<file path="config.mk">
export PLATFORM = sky130hd
export DESIGN_NAME = ndiv_ramp_ctrl
export DESIGN_NICKNAME = d
export VERILOG_FILES = /design/src/rtl/ramp_pkg.sv /design/src/rtl/ramp_step_table.sv /design/src/rtl/ramp_cycle_timer.sv /design/src/rtl/ndiv_ramp_ctrl.sv
export SDC_FILE = /design/constraint.sdc
export NUM_CORES = 1
export LEC_CHECK = 0
export BUFFER_PORTS_ARGS = -buffer_cell sky130_fd_sc_hd__buf_2
export CAP_MARGIN = 0
export CORE_UTILIZATION = 40
export DETAILED_ROUTE_END_ITERATION = 7
export PLACE_DENSITY = 0.69
export SLEW_MARGIN = 20
export SYNTH_ARGS = -nofsm -noshare
export SYNTH_HDL_FRONTEND = slang
export SYNTH_SLANG_ARGS = --single-unit
</file>
<file path="constraint.sdc">
create_clock -name clk -period 2.64 [get_ports clk]
set_input_delay 0.528 -clock clk [delete_from_list [all_inputs] [get_ports clk]]
set_output_delay 0.528 -clock clk [all_outputs]
set_load 0.01 [all_outputs]
</file>
<file path="src/rtl/ramp_pkg.sv">
package ramp_pkg;

    typedef enum logic [2:0] {
        ST_IDLE        = 3'd0,
        ST_SETTLE_PRE  = 3'd1,
        ST_LOAD        = 3'd2,
        ST_SETTLE_POST = 3'd3,
        ST_POLL        = 3'd4,
        ST_LEAVE       = 3'd5,
        ST_READBACK    = 3'd6,
        ST_FINISH      = 3'd7
    } ramp_state_t;

    typedef struct packed {
        logic [7:0] a;
        logic [7:0] b;
    } step_pair_t;

endpackage

</file>
<file path="src/rtl/ramp_step_table.sv">
module ramp_step_table
    import ramp_pkg::*;
#(
    parameter int REF_W = 16
) (
    input  logic [REF_W-1:0] ref_khz,
    output step_pair_t       steps,
    output logic             ok
);
    always_comb begin
        ok    = 1'b1;
        steps = '0;
        unique case (ref_khz)
            REF_W'(12000), REF_W'(12800), REF_W'(13000): steps = '{a: 8'h2B, b: 8'h0B};
            REF_W'(19200): steps = '{a: 8'h12, b: 8'h08};
            REF_W'(38400): steps = '{a: 8'h04, b: 8'h05};
            default: ok = 1'b0;
        endcase
    end
endmodule

</file>
<file path="src/rtl/ramp_cycle_timer.sv">
module ramp_cycle_timer #(
    parameter int CNT_W = 8
) (
    input  logic             clk,
    input  logic             rst_n,
    input  logic             run,
    input  logic             clear,
    input  logic [CNT_W-1:0] limit,
    output logic             expired
);
    logic [CNT_W-1:0] cnt_q;

    always_ff @(posedge clk or negedge rst_n) begin
        if (!rst_n)
            cnt_q <= '0;
        else if (!run || clear)
            cnt_q <= '0;
        else
            cnt_q <= cnt_q + CNT_W'(1);
    end

    assign expired = run && (cnt_q == (limit - CNT_W'(1)));
endmodule

</file>
<file path="src/rtl/ndiv_ramp_ctrl.sv">
module ndiv_ramp_ctrl
    import ramp_pkg::*;
#(
    parameter int CYC_PER_US = 200,
    parameter int SETTLE_US  = 1,
    parameter int POLL_US    = 500,
    parameter int M_W        = 8,
    parameter int N_W        = 8,
    parameter int PL_W       = 6,
    parameter int COEFF_W    = 32,
    parameter int REF_W      = 16
) (
    input  logic               clk,
    input  logic               rst_n,
    input  logic               start,
    input  logic [N_W-1:0]     req_n,
    input  logic [COEFF_W-1:0] cur_coeff,
    input  logic [REF_W-1:0]   ref_khz,
    input  logic               ramp_done_sync,
    output logic [7:0]         step_a,
    output logic [7:0]         step_b,
    output logic               ref_ok,
    output logic               coeff_we,
    output logic [COEFF_W-1:0] coeff_wdata,
    output logic               slowdown,
    output logic               ramp_en,
    output logic               rd_strobe,
    output logic               busy,
    output logic               done,
    output logic               timeout_err,
    output logic               ref_err
);
    localparam int N_LSB      = M_W;
    localparam int PL_LSB     = M_W + N_W;
    localparam int SETTLE_CYC = CYC_PER_US * SETTLE_US;
    localparam int POLL_CYC   = CYC_PER_US * POLL_US;
    localparam int MAX_CYC    = (POLL_CYC > SETTLE_CYC) ? POLL_CYC : SETTLE_CYC;
    localparam int CNT_W      = $clog2(MAX_CYC + 1);

    // The coefficient word must hold all three fields.
    if (PL_LSB + PL_W > COEFF_W) begin : g_bad_layout
        initial $error("coefficient fields exceed COEFF_W");
    end

    ramp_state_t        state_q, state_d;
    step_pair_t         steps;
    logic               tmr_run, tmr_clear, tmr_exp;
    logic [CNT_W-1:0]   tmr_limit;
    logic [COEFF_W-1:0] word_q, word_next;
    logic               tmo_q, referr_q;
    logic               same_n;

    ramp_step_table #(.REF_W(REF_W)) u_steps (
        .ref_khz (ref_khz),
        .steps   (steps),
        .ok      (ref_ok)
    );

    assign step_a = steps.a;
    assign step_b = steps.b;

    ramp_cycle_timer #(.CNT_W(CNT_W)) u_timer (
        .clk     (clk),
        .rst_n   (rst_n),
        .run     (tmr_run),
        .clear   (tmr_clear),
        .limit   (tmr_limit),
        .expired (tmr_exp)
    );

    assign same_n = (req_n == cur_coeff[N_LSB +: N_W]);

    always_comb begin
        word_next               = cur_coeff;
        word_next[N_LSB +: N_W] = req_n;
    end

    // Next-state logic
    always_comb begin
        state_d = state_q;
        unique case (state_q)
            ST_IDLE: begin
                if (start) begin
                    if (!ref_ok || same_n) state_d = ST_FINISH;
                    else                   state_d = ST_SETTLE_PRE;
                end
            end
            ST_SETTLE_PRE:  if (tmr_exp) state_d = ST_LOAD;
            ST_LOAD:        state_d = ST_SETTLE_POST;
            ST_SETTLE_POST: if (tmr_exp) state_d = ST_POLL;
            ST_POLL:        if (ramp_done_sync || tmr_exp) state_d = ST_LEAVE;
            ST_LEAVE:       state_d = ST_READBACK;
            ST_READBACK:    state_d = ST_FINISH;
            ST_FINISH:      state_d = ST_IDLE;
            default:        state_d = ST_IDLE;
        endcase
    end

    assign tmr_run   = (state_q == ST_SETTLE_PRE) || (state_q == ST_SETTLE_POST) ||
                       (state_q == ST_POLL);
    assign tmr_clear = (state_d != state_q);
    assign tmr_limit = (state_q == ST_POLL) ? CNT_W'(POLL_CYC) : CNT_W'(SETTLE_CYC);

    // State and captured-request registers
    always_ff @(posedge clk or negedge rst_n) begin
        if (!rst_n) begin
            state_q  <= ST_IDLE;
            word_q   <= '0;
            tmo_q    <= 1'b0;
            referr_q <= 1'b0;
        end else begin
            state_q <= state_d;
            if (state_q == ST_IDLE && start) begin
                word_q   <= word_next;
                tmo_q    <= 1'b0;
                referr_q <= !ref_ok;
            end
            if (state_q == ST_POLL && state_d == ST_LEAVE && !ramp_done_sync)
                tmo_q <= 1'b1;
        end
    end

    // Output decode
    always_comb begin
        slowdown  = 1'b0;
        ramp_en   = 1'b0;
        coeff_we  = 1'b0;
        rd_strobe = 1'b0;
        done      = 1'b0;
        unique case (state_q)
            ST_IDLE:        ;
            ST_SETTLE_PRE:  slowdown = 1'b1;
            ST_LOAD:        begin slowdown = 1'b1; coeff_we = 1'b1; end
            ST_SETTLE_POST: slowdown = 1'b1;
            ST_POLL:        begin slowdown = 1'b1; ramp_en = 1'b1; end
            ST_LEAVE:       ;
            ST_READBACK:    rd_strobe = 1'b1;
            ST_FINISH:      done = 1'b1;
            default:        ;
        endcase
    end

    assign busy        = (state_q != ST_IDLE);
    assign coeff_wdata = word_q;
    assign timeout_err = tmo_q;
    assign ref_err     = referr_q;
endmodule

</file>
==> results.md <==
- Maximum number of pins on one net before global-route repair: 55
- Cell chosen for the clock root: clkbuf_8
- Count of cells resized by post-cts repair: 0
- Clock Power Share: 0.182
- Met3 WL: around 360 microns
- Distinct cell type count of the synthesized netlist: 41
- Clock insertion delay at the later pin of the skew report: roughly 0.30 ns
- Final worst path period share: 0.887
- CP peak stage delay: roughly 0.52 ns
- H-tree levels: 2
- Metal-1 WL: around 2.5 mm
- Path category of the worst min-delay check: in -> async
- Part of the total power dissipated in sequential elements: 0.502
- Reported net switching power: ~0.83 mW
- Internal: between 1.5 and 2 mW
- Minimum clock period: ~2.3 ns
- Final worst-path setup slack: 0.297 ns
- Setup TNS: 0 ns
- Avg Synthesized Cell Area: around 11 sq um
- Maxcap violations: 0
- CP Launch Type: register
- Cell with the largest stage delay on the worst path: or4_4
- Cell taking the most area after synthesis: dfrtp_1
- TritonCTS clock tree: done
- Total via count in the routed design: around 2200
- Post-synth EDFFs: 0
- Commonest cells post-synth: 54 x dfrtp_1, 32 x mux2_2, 29 x nor2_1
- Outcome: complete, but fails checks
- Detailed placement HPWL: between 4 and 5 mm
- Starting Density: 0.417
- Net count reported at finish: between 400 and 500
- Sequential share of the synthesized area: 0.505
- Crit-path leading delay family: simple AND/OR/NAND/NOR gates
- Unrepaired setup endpoints after global routing: no
- Sw frac: 0.321
- Final count of negative-setup-slack endpoints: 0
- Clock Sink Count: 54
- First-pass GRT wire length: roughly 9.4 mm
- Floorplan die width: between 80 and 90 microns
- Ratio of cells with drive above 1 in the final layout: 0.452
- Die extent in y: between 80 and 90 microns
- Largest family of logic cells by synthesized area: simple AND/OR/NAND/NOR gates
- Global-route usage over all layers: 0.165
- Failing checks: DRC
- Slew at the pin closest to its max-slew limit: between 0.6 and 0.7 ns
- Via density: between 5 and 6
- Start-to-end type of the worst setup path: reg -> reg
- Clock buffers created by TritonCTS: 5
- Synth top area share: 0.505
- Final count of hold timing violations: 0
- Number of buffers inserted by hold repair at cts: 0
- P&R area growth vs syn: 25.1%
- Share of flip-flops with an asynchronous set or reset: 1.00
- Number of primary I/O pins: approximately 120
- Post-synthesis cell count: ~240
- Sum of routed wire length over all layers: 5.65 mm
- Design area: about 3400 sq um
- Adder and majority cell fraction of the synthesized area: 0.00467
- Req. time, crit path: 2.81 ns
- Number of filler cells placed in the layout: 596
- Synthesis-stage register bit count: 54
- Slew Viols, Final: 0
- Post-CTS Setup Repair Bufs: 0
- Residual antenna-violating net count after detailed routing: 0
- Antenna Diode Count: 0
- Total congestion overflow after global routing: 0
- Final core utilization: 0.522
- Arrival time of data at the critical path endpoint: 2.52 ns
- Simple logic cell fraction of the synthesized area: 0.161
- Worst voltage drop across the vdd grid: around 0.55 mV
- Critical Path Sink Type: register
- Static Leak: 1.67 nW
- Most numerous cell in the Yosys netlist: dfrtp_1
- Placed insts: roughly 420
- Max-Slew Margin vs Limit: 0.545
- Cell area after technology mapping: about 2700 sq um
- Total number of yosys warnings: 0
- # DRC: 16
- Initial DRC count: around 140
- Multiplexer area fraction after synthesis: 0.138
- Complex-gate fraction of the synthesized area: 0.0565
- Upper clock frequency limit: about 0.43 GHz
- Core region area: between 6000 and 7000 sq um
- Placer's final routability congestion estimate: between 0.9 and 1
- Maximum fanout along the worst path: 9
- Cell Chain, Critical Path: or3b_4 -> or4_4 -> a211oi_1 -> o21ai_0 -> xnor2_1 -> o31ai_1
- Worst Path Buf+Inv: 0
- Clock transition time at the flip-flop clock pins of the worst setup and hold paths: 0.09 ns
- P per Cell Area: 776 nW/um^2
- Dominant cells by area after synthesis: dfrtp_1 50%, mux2_2 13%, xnor2_1 5.2%
- Clock Tree Buf Depth: 2
- Number of antenna violations at the first check in global routing: 0
- DR WL met2: roughly 2.8 mm
- Number of global-route vias before repair: approximately 2200
- Post-Synth XOR/XNOR Area: 0.0752
- Logic gate share of total power: 0.316
- Number of buffer cells added on primary ports: 110
- Die area: about 7000 sq um
- Skew final: 0.00371 ns
- Uppermost layer routed: met4
- Worst slack at placement: ~0.31 ns
- Non-filler instance count after layout: around 430
- Setup slack on the worst flop-to-flop path: 0.30 ns
- Primary FF master, synth: dfrtp_1
- Drt first pass iters: 6
- Post-detailed-route wirelength per cell: between 10 and 15 microns
- Total placed instance area: around 3300 sq um
- Site Rows: 29
cell families (layout without fill, tap and decap cells):
logic type	Yosys count	in the layout
AO/OA/AOI/OAI	22	22
multiplexers	33	33
buffers and inverters	26	129
adder cells (fa/ha/maj)	1	1
AND/OR/NAND/NOR	84	84
flip-flops	54	54
XOR/XNOR	23	23
other	1	6
cell type report:
cell class | instances | area, sq um | share of cell area
inverters | 8 | 30.0 | 0.00896
clock inverters | 2 | 12.5 | 0.00373
multi-input cells | 169 | 1190 | 0.356
flip-flops and latches | 54 | 1350 | 0.403
clock buffers | 6 | 82.6 | 0.0246
well taps | 77 | 96.3 | 0.0288
repair buffers | 113 | 586 | 0.175
stage by stage:
stage	total power [mW]	hold WS, ns
2_1_floorplan	1.80	0.232
3_3_place_gp	2.12	0.446
3_5_place_dp	2.16	0.460
4_1_cts	2.64	0.371
5_1_grt	2.77	0.410
6_report	2.60	0.330
state kept, by name, summed over array words and instances (netlist names):
signal         count
coeff_wdata       32
u_timer.cnt_q     17
state_q            3
ref_err            1
timeout_err        1
final timing paths:
check	startpoint	endpoint	cells past startpoint
worst max-delay path	state_q[1]	state_q[1]	6
worst min-delay path	rst_n	u_timer.cnt_q[10]	2
worst max register to register	state_q[1]	state_q[1]	6
worst min register to register	u_timer.cnt_q[0]	u_timer.cnt_q[0]	1
max in group asynchronous	rst_n	coeff_wdata[20]	2
min in group clk	cur_coeff[23]	coeff_wdata[23]	2
worst reg2reg max path: cells and delay by family (launching register included):
family          cells  cell delay, ns
compound gates      3            0.57
xor+xnor            1            0.21
flops               1            0.48
simple gates        2            0.96
power groups by stage:
stage	combinational [mW]	clock, mW	sequential, mW
2_1_floorplan	0.388	0	1.41
6_report	0.822	0.472	1.30
5_1_grt	0.902	0.516	1.35
3_5_place_dp	0.834	0	1.32
3_3_place_gp	0.812	0	1.31
4_1_cts	0.836	0.493	1.31
placed cells by master (no fill, tap or decap), types with 2 or more instances in the layout:
master / n
buf_2: 110
dfrtp_1: 54
mux2_2: 32
nor2_1: 28
xnor2_1: 16
nand2_1: 9
nand3_1: 9
inv_1: 8
xor2_1: 7
nor3_1: 6
nand4_1: 6
and3_1: 6
conb_1: 6
clkbuf_8: 6
o21ai_0: 5
a21oi_1: 5
or3_1: 4
nor4_1: 3
nor2b_1: 3
a31oi_1: 2
nand4b_1: 2
o31ai_1: 2
buf_4: 2
metal layers:
metal / track usage / vias to the layer above
li1: - / 1040
met1: 0.200 / 1042
met2: 0.288 / 77
met3: 0.0435 / 6
met4: 0.0486 / 0
met5: 0 / -
No activity file was read; power rests on OpenSTA's default activity.
